$ cat config.mk
export PLATFORM = sky130hd
export DESIGN_NAME = pllseq_top
export DESIGN_NICKNAME = d
export VERILOG_FILES = /design/src/rtl/pllseq_pkg.sv /design/src/rtl/pllseq_divchk.sv /design/src/rtl/pllseq_encode.sv /design/src/rtl/pllseq_ustimer.sv /design/src/rtl/pllseq_lockcnt.sv /design/src/rtl/pllseq_top.sv
export SDC_FILE = /design/constraint.sdc
export NUM_CORES = 1
export LEC_CHECK = 0
export ABC_AREA = 1
export BUFFER_PORTS_ARGS = -buffer_cell sky130_fd_sc_hd__buf_2
export CORE_MARGIN = 2
export CORE_UTILIZATION = 50
export CTS_CLUSTER_DIAMETER = 100
export DETAILED_ROUTE_END_ITERATION = 7
export GPL_TIMING_DRIVEN = 0
export PLACE_DENSITY = 0.77
export SYNTH_ARGS = -nofsm -noshare
export SYNTH_HDL_FRONTEND = slang
export SYNTH_SLANG_ARGS = --single-unit
$ cat constraint.sdc
create_clock -name clk -period 10.8 [get_ports clk]
set_clock_uncertainty 0.05 [all_clocks]
set_input_delay 2.16 -clock clk [delete_from_list [all_inputs] [get_ports clk]]
set_output_delay 2.16 -clock clk [all_outputs]
set_load 0.02 [all_outputs]
$ cat src/rtl/pllseq_pkg.sv
package pllseq_pkg;
   localparam int CW_W = 32;

   // control word 1 flag positions
   localparam int CW1_RST  = 28;
   localparam int CW1_FAST = 27;
   localparam int CW1_SAT  = 26;
   localparam int CW1_BYP  = 25;
   localparam int CW1_PWD  = 24;
   localparam int CW1_REF_LSB = 0;

   // control word 0 field positions
   localparam int CW0_BW_LSB = 20;
   localparam int CW0_FB_LSB = 4;
   localparam int CW0_OD_LSB = 0;

   typedef enum logic [2:0] {
      ST_IDLE  = 3'd0,
      ST_LOAD1 = 3'd1,
      ST_LOAD0 = 3'd2,
      ST_HOLD  = 3'd3,
      ST_LOCK  = 3'd4
   } seq_state_e;
endpackage

$ cat src/rtl/pllseq_divchk.sv
module pllseq_divchk #(
   parameter int W = 6
) (
   input  logic [W:0]   true_v,
   output logic         ok,
   output logic [W-1:0] enc
);
   localparam logic [W:0] MAX_V = (W+1)'(1) << W;

   always_comb begin
      ok  = (true_v != '0) && (true_v <= MAX_V);
      enc = W'(true_v - (W+1)'(1));
   end
endmodule

$ cat src/rtl/pllseq_encode.sv
module pllseq_encode #(
   parameter int FB_W  = 13,
   parameter int REF_W = 6,
   parameter int OD_W  = 3,
   parameter int BW_W  = 12
) (
   input  logic [FB_W:0]    fb_true,
   input  logic [REF_W:0]   ref_true,
   input  logic [OD_W:0]    od_true,
   output logic             req_ok,
   output logic [FB_W-1:0]  fb_enc,
   output logic [REF_W-1:0] ref_enc,
   output logic [OD_W-1:0]  od_enc,
   output logic [BW_W-1:0]  bw_enc
);
   logic fb_ok, ref_ok, od_ok;

   pllseq_divchk #(.W(FB_W)) u_fb (
      .true_v(fb_true), .ok(fb_ok), .enc(fb_enc));
   pllseq_divchk #(.W(REF_W)) u_ref (
      .true_v(ref_true), .ok(ref_ok), .enc(ref_enc));
   pllseq_divchk #(.W(OD_W)) u_od (
      .true_v(od_true), .ok(od_ok), .enc(od_enc));

   always_comb begin
      req_ok = fb_ok && ref_ok && od_ok;
      bw_enc = fb_enc[FB_W-1:1];
   end
endmodule

$ cat src/rtl/pllseq_ustimer.sv
module pllseq_ustimer #(
   parameter int CYCLES_PER_US = 50,
   parameter int HOLD_US       = 5
) (
   input  logic clk,
   input  logic rst,
   input  logic clear,
   input  logic run,
   output logic expired
);
   localparam int US_W = (HOLD_US > 1) ? $clog2(HOLD_US + 1) : 1;
   localparam logic [US_W-1:0] US_LAST = US_W'(HOLD_US - 1);

   logic            us_tick;
   logic [US_W-1:0] us_cnt;

   generate
      if (CYCLES_PER_US == 1) begin : g_direct
         always_comb us_tick = run;
      end else begin : g_prescale
         localparam int PRE_W = $clog2(CYCLES_PER_US);
         localparam logic [PRE_W-1:0] PRE_LAST = PRE_W'(CYCLES_PER_US - 1);
         logic [PRE_W-1:0] pre_cnt;

         always_comb us_tick = run && (pre_cnt == PRE_LAST);

         always_ff @(posedge clk) begin
            if (rst || clear) begin
               pre_cnt <= '0;
            end else if (run) begin
               pre_cnt <= us_tick ? '0 : pre_cnt + 1'b1;
            end
         end
      end
   endgenerate

   always_ff @(posedge clk) begin
      if (rst || clear) begin
         us_cnt <= '0;
      end else if (us_tick) begin
         us_cnt <= us_cnt + 1'b1;
      end
   end

   always_comb expired = us_tick && (us_cnt == US_LAST);
endmodule

$ cat src/rtl/pllseq_lockcnt.sv
module pllseq_lockcnt #(
   parameter int CNT_W = 15
) (
   input  logic             clk,
   input  logic             rst,
   input  logic             clear,
   input  logic             tick,
   input  logic [CNT_W-1:0] target,
   output logic             reached
);
   logic [CNT_W-1:0] cnt;

   always_ff @(posedge clk) begin
      if (rst || clear) begin
         cnt <= '0;
      end else if (tick) begin
         cnt <= cnt + 1'b1;
      end
   end

   always_comb reached = tick && (cnt == target - 1'b1);
endmodule

$ cat src/rtl/pllseq_top.sv
module pllseq_top
   import pllseq_pkg::*;
#(
   parameter int CYCLES_PER_US = 50,
   parameter int HOLD_US       = 5,
   parameter int LOCK_PERIODS  = 500,
   parameter int FB_W          = 13,
   parameter int REF_W         = 6,
   parameter int OD_W          = 3,
   parameter int BW_W          = 12
) (
   input  logic             clk,
   input  logic             rst,
   input  logic             start,
   input  logic [FB_W:0]    fb_div,
   input  logic [REF_W:0]   ref_div,
   input  logic [OD_W:0]    od_div,
   input  logic             ref_tick,
   output logic [CW_W-1:0]  ctl0,
   output logic [CW_W-1:0]  ctl1,
   output logic             busy,
   output logic             done
);
   localparam int LOCK_MAX = LOCK_PERIODS * (1 << REF_W);
   localparam int LOCK_W   = $clog2(LOCK_MAX + 1);
   localparam logic [CW_W-1:0] CW1_RESET_VAL =
      (CW_W'(1) << CW1_RST) | (CW_W'(1) << CW1_BYP);

   // elaboration-time parameter checks
   generate
      if (BW_W != FB_W - 1) begin : g_bad_bw
         $error("BW_W must equal FB_W-1");
      end
      if (CW0_FB_LSB + FB_W > CW0_BW_LSB || CW0_BW_LSB + BW_W > CW_W) begin : g_bad_cw0
         $error("control word 0 fields overlap or overflow");
      end
      if (CW0_OD_LSB + OD_W > CW0_FB_LSB) begin : g_bad_od
         $error("output divider field overlaps feedback field");
      end
      if (CW1_REF_LSB + REF_W > CW1_PWD) begin : g_bad_ref
         $error("reference divider field overlaps flags");
      end
      if (CYCLES_PER_US < 1 || HOLD_US < 1 || LOCK_PERIODS < 1) begin : g_bad_time
         $error("timing parameters must be positive");
      end
   endgenerate

   seq_state_e state;

   logic             req_ok;
   logic [FB_W-1:0]  fb_enc,  fb_q;
   logic [REF_W-1:0] ref_enc, ref_q;
   logic [OD_W-1:0]  od_enc,  od_q;
   logic [BW_W-1:0]  bw_enc,  bw_q;
   logic [LOCK_W-1:0] lock_target;
   logic             hold_done, lock_done;
   logic [CW_W-1:0]  cw0_new, cw1_load;

   pllseq_encode #(
      .FB_W(FB_W), .REF_W(REF_W), .OD_W(OD_W), .BW_W(BW_W)
   ) u_enc (
      .fb_true (fb_div),
      .ref_true(ref_div),
      .od_true (od_div),
      .req_ok  (req_ok),
      .fb_enc  (fb_enc),
      .ref_enc (ref_enc),
      .od_enc  (od_enc),
      .bw_enc  (bw_enc)
   );

   pllseq_ustimer #(
      .CYCLES_PER_US(CYCLES_PER_US), .HOLD_US(HOLD_US)
   ) u_hold (
      .clk    (clk),
      .rst    (rst),
      .clear  (state == ST_LOAD0),
      .run    (state == ST_HOLD),
      .expired(hold_done)
   );

   pllseq_lockcnt #(.CNT_W(LOCK_W)) u_lock (
      .clk    (clk),
      .rst    (rst),
      .clear  (state != ST_LOCK),
      .tick   ((state == ST_LOCK) && ref_tick),
      .target (lock_target),
      .reached(lock_done)
   );

   // word images built from the latched request
   always_comb begin
      cw0_new = '0;
      cw0_new[CW0_BW_LSB +: BW_W] = bw_q;
      cw0_new[CW0_FB_LSB +: FB_W] = fb_q;
      cw0_new[CW0_OD_LSB +: OD_W] = od_q;

      cw1_load = '0;
      cw1_load[CW1_RST] = 1'b1;
      cw1_load[CW1_SAT] = 1'b1;
      cw1_load[CW1_BYP] = 1'b1;
      cw1_load[CW1_REF_LSB +: REF_W] = ref_q;
   end

   always_ff @(posedge clk) begin
      if (rst) begin
         state       <= ST_IDLE;
         ctl0        <= '0;
         ctl1        <= CW1_RESET_VAL;
         busy        <= 1'b0;
         done        <= 1'b0;
         fb_q        <= '0;
         ref_q       <= '0;
         od_q        <= '0;
         bw_q        <= '0;
         lock_target <= '0;
      end else begin
         done <= 1'b0;
         unique case (state)
            ST_IDLE: begin
               if (start && req_ok) begin
                  fb_q        <= fb_enc;
                  ref_q       <= ref_enc;
                  od_q        <= od_enc;
                  bw_q        <= bw_enc;
                  lock_target <= LOCK_W'(LOCK_PERIODS) * LOCK_W'(ref_div);
                  busy        <= 1'b1;
                  state       <= ST_LOAD1;
               end
            end
            ST_LOAD1: begin
               ctl1  <= cw1_load;
               state <= ST_LOAD0;
            end
            ST_LOAD0: begin
               ctl0  <= cw0_new;
               state <= ST_HOLD;
            end
            ST_HOLD: begin
               if (hold_done) begin
                  ctl1[CW1_RST] <= 1'b0;
                  state         <= ST_LOCK;
               end
            end
            ST_LOCK: begin
               if (lock_done) begin
                  ctl1[CW1_BYP] <= 1'b0;
                  done          <= 1'b1;
                  busy          <= 1'b0;
                  state         <= ST_IDLE;
               end
            end
            default: state <= ST_IDLE;
         endcase
      end
   end
endmodule

==> results of run 1 <==
-- cell type report --
class,instances,area share
Tap cell,143,0.0265
Inverter,116,0.0650
Clock inverter,5,0.0126
Timing Repair Buffer,66,0.0490
Multi-Input combinational cell,543,0.489
Sequential cell,89,0.264
Clock buffer,11,0.0360
Buffer,58,0.0573
-- cells by family (layout without fill, tap and decap cells) --
kind of cell               after synthesis  count (layout)  share of synthesized area
AOI/OAI and AO/OA                      156             156                      0.141
xor gates and xnor gates                36              36                     0.0543
adders and majority gates               59              59                      0.145
buffers and inverters                  174             256                      0.142
DFF                                     89              89                      0.307
other                                    1              27                   0.000646
and+or+nand+nor                        265             265                      0.210
-- synth_stat cells (9+ instances only) --
master and number:
inv_2 9, nand2_1 116, nand4_1 9, inv_1 105, buf_4 42, nor2_1 64, clkbuf_1 12, xor2_1 22
a21oi_1 74, o21ai_1 31, nand3_1 34, dfxtp_1 89, ha_1 45, nor3_1 12, xnor2_1 14, o21ai_0 35
fa_1 14
-- worst min-delay path: stages (launching register included) --
cell and delay [ps]:
dfxtp_1 310, inv_1 50, a21oi_1 50
-- sequential cells by signal, summed over array words and instances (netlist names) --
signal and cells:
busy 1, u_lock.cnt 15, fb_q 13, u_hold.us_cnt 3, state 3, ctl0 16
ctl1 9, u_hold.g_prescale.pre_cnt 6, ref_q 6, done 1, od_q 3, lock_target 13
-- final timing paths --
path	from	endpoint	slack [ps]	cells past startpoint
max reg2reg	lock_target[2]	busy	8720	13
min	ctl0[2]	ctl0[2]	390	2
max	ref_div[4]	lock_target[14]	5460	15
min reg2reg	ctl0[2]	ctl0[2]	390	2
-- layer usage --
| layer | vias up | part of all wire |
|---|---|---|
| met5 | - | 0 |
| met4 | 0 | 0.0090 |
| met3 | 7 | 0.037 |
| met2 | 80 | 0.47 |
| met1 | 2216 | 0.48 |
| li1 | 2663 | - |
-- power breakdown --
part	total, µW	leakage, µW	switching [µW]	internal, µW
combinational	388	0.00241	238	150
clock	342	0.000157	131	211
sequential	369	0.000721	16.9	353
total	1100	0.00329	385	714
-- through the flow --
stage	cell area, µm²	total power, µW	cells
after floorplan	5900	671	806
after global placement	6410	756	1015
after detailed placement	6410	763	1015
after CTS	6740	1100	1031
after global routing	6740	1170	1031
final	6740	1100	1031
==> key figures, run 1 <==
Cells and area
  • Commonest non-fill, non-tap cell in the layout: nand2_1
  • Ratio of cells with drive above 1 in the final layout: 0.178
  • FILL cells: approximately 1,100
  • Commonest cells after routing, fill and taps aside: nand2_1 (116), inv_1 (105), dfxtp_1 (89)
  • Area occupied by multi-input gates: 3300 µm²
  • Antenna Cells: 0
  • Register area: between 1500 and 2000 µm²
  • Final core occ: 0.593
  • Synth-to-layout area growth: 16.1%
  • Final nets: between 900 and 1,000

Worst setup path
  • Worst Path Class, Setup: input port to flop
  • Arrival time worst endpoint: around 5500 ps
  • Worst path top cell family by delay: adder cells
  • Critical Path End Type: flop
  • Buf+Inv Stages, Crit Path: 4
  • CP Cell Sequence: buf_2 -> inv_1 -> fa_1 -> inv_1 -> fa_1 -> fa_1 -> ha_1 -> ha_1 -> inv_1 -> nor3_1 -> nand3_1 -> nand4_1 -> nor2_1 -> nor2_1 -> a21oi_1
  • Crit path largest cell delay: around 490 ps
  • Max FO, Critical Path: 8
  • Slowest CP cell: fa_1
  • WP data required: 10,980 ps
  • Worst setup SP type: input port

Place
  • Setup WS pre-CTS: between 5000 and 6000 ps
  • IO Port Bufs: 66
  • Final RePlAce weighted congestion: roughly 0.85
  • Detail Placement HPWL: between 9000 and 10,000 µm

Logic synthesis
  • Synth unique cells: 42
  • Post-synth EDFFs: 0
  • Ys async rst share: 0
  • Biggest area consumer among synthesized cells: dfxtp_1
  • Seq cells post-synth: a little under 90
  • Seq/Total Area, Yosys: 0.307
  • Syn avg cell area: ~7.4 µm²
  • Synth top area cells: dfxtp_1 (31%), ha_1 (9.7%), nand2_1 (7.5%)
  • Synth top area share: 0.307
  • Synth warn: 0
  • Post-synth top flop: dfxtp_1
  • Post-synthesis cell area: 5810 µm²
  • Cells after synthesis: 780

Floorplanning
  • Die area: 12,500 µm²
  • Initial Util: 0.511
  • Core area: between 10,000 and 15,000 µm²
  • Cell Rows: 39
  • Die width: between 100 and 150 µm
  • Die height: around 110 µm
  • Top-Level Pins: between 90 and 100

Drt
  • Vias: about 5,000
  • Via density: 4.82
  • DRT Wirelength: 12,300 µm
  • WL/cell: approximately 12 µm
  • Final ANT Viol Nets: 0
  • Initial DRC Count: roughly 190
  • DR pass1 iterations: 4
  • Number of remaining DRC errors: 0

STA
  • Relative slew slack: 0.638
  • Tcrit/Tclk final: 0.494
  • Fin. max-slew vios: 0
  • Total negative slack: 0 ps
  • RSZ-0062 raised after global routing: no
  • Least-Margin Pin Slew: 542 ps
  • Final setup margin: 5460 ps
  • Min Clock Period, post-route: between 5000 and 6000 ps
  • Fmax: between 150 and 200 MHz
  • Count of final setup violators: 0
  • Final hold vios: 0
  • Hold WS: 394 ps

Pwr
  • Pwr dens: 163 nW/µm²
  • Worst IR drop on VDD: between 90 and 100 µV
  • Lkg Pwr: between 0.003 and 0.004 µW

Clock tree
  • Number of hold buffers added after cts: 0
  • H-tree levels: 3
  • CTS Buffer Depth: 2
  • Clock Sinks: 89
  • CTS-repair resized insts: 0
  • Root Driver: clkbuf_16
  • Clk_lat worst skew: about 340 ps
  • CTS tree: done
  • CTS clk-pin slew, worst paths: 70 ps
  • CTS Buf Count: 9
  • Buffer count from post-CTS setup fixing: 0

Global route
  • Global-route wire length before repair: 20,800 µm
  • Initial antenna violation count: 0
  • Vias in the first global route: around 4,600
  • GR Util met2: 0.340
  • Met1 usage: 0.267
  • GRT busiest layer: met2
  • Overall Global Routing Usage: 0.200
  • M3 GR Usage: 0.0294
  • Largest net degree at the start of global routing: 16
  • Remaining Overflow, GRT: 0

Min path
  • Worst min path class: flop to flop

Status
  • Status: complete, no violations

Run
  • Max_cap viols: 0
(Power assumes the default switching activity.)
==> run 2, diff against run 1 <==
PLACE_DENSITY = 0.8   (was 0.77)
clock period = 4.65 ns   (was 10.8 ns; I/O delays follow)
==> key figures, run 2 (synthesis gave the netlist of run 1 again) <==
Cells and area
  • Top Registers: ctl0 (16), u_lock.cnt (15)
  • Commonest cells after routing, fill and taps aside: nand2_1 (116), inv_1 (105), dfxtp_1 (89)
  • Largest register by flop count: ctl0
  • Ratio of cells with drive above 1 in the final layout: 0.179 (+0.00113)
  • Max reg flops: 16 (unchanged)
  • Commonest non-fill, non-tap cell in the layout: nand2_1
  • Antenna Cells: 0 (unchanged)
  • Final nets: 971 (unchanged)
  • Synth-to-layout area growth: 15.6%
  • Final core occ: 0.590 (-0.00275)
  • Final cell count without fillers: 1,031 (unchanged)

Drt
  • Initial DRC Count: 252 (+34%)
  • Final ANT Viol Nets: 0 (unchanged)
  • WL/cell: 12.0 µm (+0.56%)
  • Number of remaining DRC errors: 0 (unchanged)
  • DRT Wirelength: 12,400 µm (+0.56%)
  • Via density: 4.90 (+1.7%)
  • DR pass1 iterations: 5 (+1)
  • Vias: 5,050 (+1.7%)

Global route
  • Vias in the first global route: 4,480 (-2.3%)
  • Initial antenna violation count: 0 (unchanged)
  • Remaining Overflow, GRT: 0 (unchanged)
  • Overall Global Routing Usage: 0.200 (-0.000276)
  • Global-route wire length before repair: 20,500 µm (-1.3%)
  • Largest net degree at the start of global routing: 18 (+2)

Clock tree
  • Clk_lat worst skew: 340 ps (about the same)
  • Root Driver: clkbuf_16
  • CTS clk-pin slew, worst paths: 70 ps (about the same)
  • Number of hold buffers added after cts: 0 (unchanged)
  • CTS Buffer Depth: 2 (unchanged)
  • CTS-repair resized insts: 0 (unchanged)
  • H-tree levels: 3 (unchanged)
  • Clock Sinks: 89 (unchanged)
  • Buffer count from post-CTS setup fixing: 0 (unchanged)
  • CTS tree: done
  • CTS Buf Count: 9 (unchanged)

STA
  • Final setup margin: 521 ps (-4940 ps)
  • Total negative slack: 0 ps (unchanged)
  • Least-Margin Pin Slew: 536 ps (-6.39 ps)
  • Fin. max-slew vios: 0 (unchanged)
  • Hold WS: 391 ps (-3.07 ps)
  • Count of final setup violators: 0 (unchanged)
  • Min Clock Period, post-route: just over 4000 ps
  • Relative slew slack: 0.643 (+0.00426)
  • Tcrit/Tclk final: 0.888
  • Final hold vios: 0 (unchanged)
  • RSZ-0062 raised after global routing: no
  • Fmax: between 200 and 250 MHz

Worst setup path
  • Worst Path Class, Setup: input port to flop
  • Max FO, Critical Path: 8 (unchanged)
  • Worst setup SP type: input port
  • WP data required: 4840 ps (-6140 ps)
  • Critical Path End Type: flop
  • Arrival time worst endpoint: 4320 ps (-1190 ps)

Min path
  • Worst min path class: flop to flop

Pwr
  • Lkg Pwr: 0.00327 µW (-0.54%)
  • Worst IR drop on VDD: 207 µV (+120%)
  • Pwr dens: 369 nW/µm² (+130%)

Floorplanning
  • Die width: 112 µm (unchanged)
  • Die height: 112 µm (unchanged)
  • Core area: 11,400 µm² (unchanged)
  • Top-Level Pins: 95 (unchanged)
  • Initial Util: 0.511 (unchanged)
  • Die area: 12,500 µm² (unchanged)
  • Cell Rows: 39 (unchanged)

Place
  • Setup WS pre-CTS: 167 ps (-4940 ps)
  • Final RePlAce weighted congestion: 0.820 (-3.5%)
  • IO Port Bufs: 66 (unchanged)
  • Detail Placement HPWL: 9810 µm (+0.59%)
  • Placed Instances: 1,015 (unchanged)

Run
  • Max_cap viols: 0 (unchanged)

Status
  • Status: complete, no violations
[run 2: changes by cell type in the layout (fill, tap and decap cells not counted)]
| cell | before | now |
|---|---|---|
| inv_6 | 2 | 3 |
| clkinv_8 | 0 | 1 |
| bufinv_16 | 2 | 0 |
| clkbuf_1 | 13 | 12 |
| clkinvlp_4 | 1 | 2 |
[run 2: worst max-delay path, cell delays in order]
cell     delay [ps]
buf_2           200
inv_1           110
fa_1            460
inv_1           180
fa_1            480
fa_1            490
ha_1            310
ha_1            310
inv_1           110
nor3_1          270
nand3_1         110
nand4_1         140
nor2_1           60
nor2_1          100
a21oi_1          60
[run 2: worst paths after layout]
kind,start,to,slack [ps],cells past startpoint
worst max-delay path,ref_div[4],lock_target[14],520,15
worst min-delay path,ctl0[4],ctl0[4],390,2
worst max register to register,lock_target[2],busy,2500,13
worst min register to register,ctl0[4],ctl0[4],390,2
[run 2: layer usage]
metal | up-vias | track usage | share of wire
met1 | 2291 | 0.262 | 0.48
li1 | 2659 | - | -
met4 | 0 | 0.0543 | 0.0089
met3 | 7 | 0.0261 | 0.036
met2 | 93 | 0.347 | 0.48
met5 | - | 0 | 0
[run 2: cell type report]
cell class,instances,area [µm²]
plain buffers,58,387
clock buffers,10,239
clock inverters,6,57.6
fillers,1033,4660
inverters,116,438
multi-input cells,543,3300
flip-flops and latches,89,1780
well taps,143,179
repair buffers,66,330
[run 2: power by group]
part           switching, µW  internal, µW
clock network            327           387
registers               38.9           818
logic                    556           350
total                    921          1560
[run 2: stage by stage]
stage / cell area [µm²] / total power, µW
after detailed placement: 6410 / 1780
final: 6710 / 2480
after global placement: 6410 / 1750
after CTS: 6710 / 2480
after global routing: 6710 / 2630
after floorplan: 5900 / 1560
==> run 3, diff against run 2 <==
MAX_ROUTING_LAYER = met4   (was not set)
==> key figures, run 3 (synthesis gave the netlist of run 1 again) <==
Floorplanning
  • Core area: 11,400 µm² (unchanged)
  • Top-Level Pins: 95 (unchanged)
  • Die width: 112 µm (unchanged)
  • Die height: 112 µm (unchanged)
  • Cell Rows: 39 (unchanged)
  • Die area: 12,500 µm² (unchanged)
  • Initial Util: 0.511 (unchanged)

Cells and area
  • Synth-to-layout area growth: 15.6% (unchanged)
  • Commonest non-fill, non-tap cell in the layout: nand2_1
  • Largest register by flop count: ctl0
  • Final nets: 971 (unchanged)
  • Top Registers: ctl0 (16), u_lock.cnt (15)
  • FILL cells: 1,033 (unchanged)
  • Commonest cells after routing, fill and taps aside: nand2_1 (116), inv_1 (105), dfxtp_1 (89)
  • Final Instance Area: 6710 µm² (unchanged)
  • Antenna Cells: 0 (unchanged)
  • Final core occ: 0.590 (unchanged)
  • Ratio of cells with drive above 1 in the final layout: 0.179 (unchanged)
  • Max reg flops: 16 (unchanged)

Worst setup path
  • Critical Path End Type: flop
  • CP Cell Sequence: buf_2 -> inv_1 -> fa_1 -> inv_1 -> fa_1 -> fa_1 -> ha_1 -> ha_1 -> inv_1 -> nor3_1 -> nand3_1 -> nand4_1 -> nor2_1 -> nor2_1 -> a21oi_1
  • Max FO, Critical Path: 8 (unchanged)
  • Slowest CP cell: fa_1
  • Worst Path Class, Setup: input port to flop
  • Buf+Inv Stages, Crit Path: 4 (unchanged)
  • Arrival time worst endpoint: 4320 ps (about the same)
  • Crit path largest cell delay: 490 ps (about the same)
  • WP data required: 4840 ps (about the same)
  • Worst path top cell family by delay: adder cells
  • Worst setup SP type: input port

Clock tree
  • CTS clk-pin slew, worst paths: 70 ps (about the same)
  • CTS Buffer Depth: 2 (unchanged)
  • Number of hold buffers added after cts: 0 (unchanged)
  • CTS Buf Count: 9 (unchanged)
  • Clk_lat worst skew: 340 ps (about the same)
  • CTS-repair resized insts: 0 (unchanged)
  • Clock Sinks: 89 (unchanged)
  • Buffer count from post-CTS setup fixing: 0 (unchanged)
  • H-tree levels: 3 (unchanged)
  • Root Driver: clkbuf_16
  • CTS tree: done

Pwr
  • Pwr dens: 369 nW/µm² (about the same)
  • Worst IR drop on VDD: 205 µV (-0.85%)
  • Lkg Pwr: 0.00327 µW (unchanged)

Global route
  • Global-route wire length before repair: 20,600 µm (+0.13%)
  • Remaining Overflow, GRT: 0 (unchanged)
  • M3 GR Usage: 0.0261 (unchanged)
  • Met1 usage: 0.265 (+0.00273)
  • GR Util met2: 0.345 (-0.00202)
  • Vias in the first global route: 4,465 (-0.33%)
  • Overall Global Routing Usage: 0.206 (+0.00638)
  • GRT busiest layer: met2
  • Largest net degree at the start of global routing: 18 (unchanged)
  • Initial antenna violation count: 0 (unchanged)

Place
  • IO Port Bufs: 66 (unchanged)
  • Cell Area, Placed: 6410 µm² (unchanged)
  • Final RePlAce weighted congestion: 0.832 (+1.5%)
  • Detail Placement HPWL: 9810 µm (unchanged)
  • Setup WS pre-CTS: 167 ps (unchanged)

Drt
  • Number of remaining DRC errors: 0 (unchanged)
  • Via density: 4.89 (about the same)
  • Initial DRC Count: 244 (-3.2%)
  • Vias: 5,045 (-0.099%)
  • Final ANT Viol Nets: 0 (unchanged)
  • DR pass1 iterations: 4 (-1)
  • DRT Wirelength: 12,400 µm (about the same)
  • WL/cell: 12.0 µm (about the same)

Run
  • Max_cap viols: 0 (unchanged)

Status
  • Status: complete, no violations

STA
  • Min Clock Period, post-route: 4120 ps (-5.89 ps)
  • Fin. max-slew vios: 0 (unchanged)
  • Final hold vios: 0 (unchanged)
  • RSZ-0062 raised after global routing: no
  • Relative slew slack: 0.646 (+0.00314)
  • Fmax: 243 MHz (+0.14%)
  • Tcrit/Tclk final: 0.887 (-0.00127)
  • Least-Margin Pin Slew: 531 ps (-4.71 ps)
  • Total negative slack: 0 ps (unchanged)
  • Final setup margin: 527 ps (+5.89 ps)
  • Count of final setup violators: 0 (unchanged)

Min path
  • Worst min path class: flop to flop
run 3: layer usage:
layer  routed length, µm  vias up  share of wire
met4                 111        0         0.0090
li1                    -     2657              -
met5                   0        -              0
met3                 403        8          0.033
met1                5890     2302           0.48
met2                5970       78           0.48
run 3: area by class of cell:
type | count | area (µm²) | area share
Inverter | 116 | 438 | 0.0653
Buffer | 58 | 387 | 0.0576
Multi-Input combinational cell | 543 | 3300 | 0.492
Clock buffer | 10 | 239 | 0.0356
Tap cell | 143 | 179 | 0.0267
Clock inverter | 6 | 57.6 | 0.00858
Timing Repair Buffer | 66 | 330 | 0.0492
Sequential cell | 89 | 1780 | 0.266
run 3: worst min-delay path, cell delays in order (launching register included):
cell,delay (ps)
dfxtp_1,310
inv_1,40
a21oi_1,50
run 3: final timing paths:
check | from | to | slack [ps] | depth (start not counted)
setup / recovery | ref_div[4] | lock_target[14] | 530 | 15
hold / removal | ctl0[4] | ctl0[4] | 390 | 2
setup reg to reg | lock_target[2] | busy | 2520 | 13
hold reg to reg | ctl0[4] | ctl0[4] | 390 | 2
run 3: where the power goes:
group	internal, µW	switching (µW)
combinational	350	554
clock	387	327
sequential	818	38.8
run 3: stage by stage:
| step | power (µW) | instances | hold WS, ps |
|---|---|---|---|
| after floorplan | 1560 | 806 | 385 |
| after global placement | 1750 | 1015 | 382 |
| after detailed placement | 1780 | 1015 | 383 |
| after CTS | 2480 | 1031 | 393 |
| after global routing | 2640 | 1031 | 416 |
| final | 2470 | 1031 | 392 |
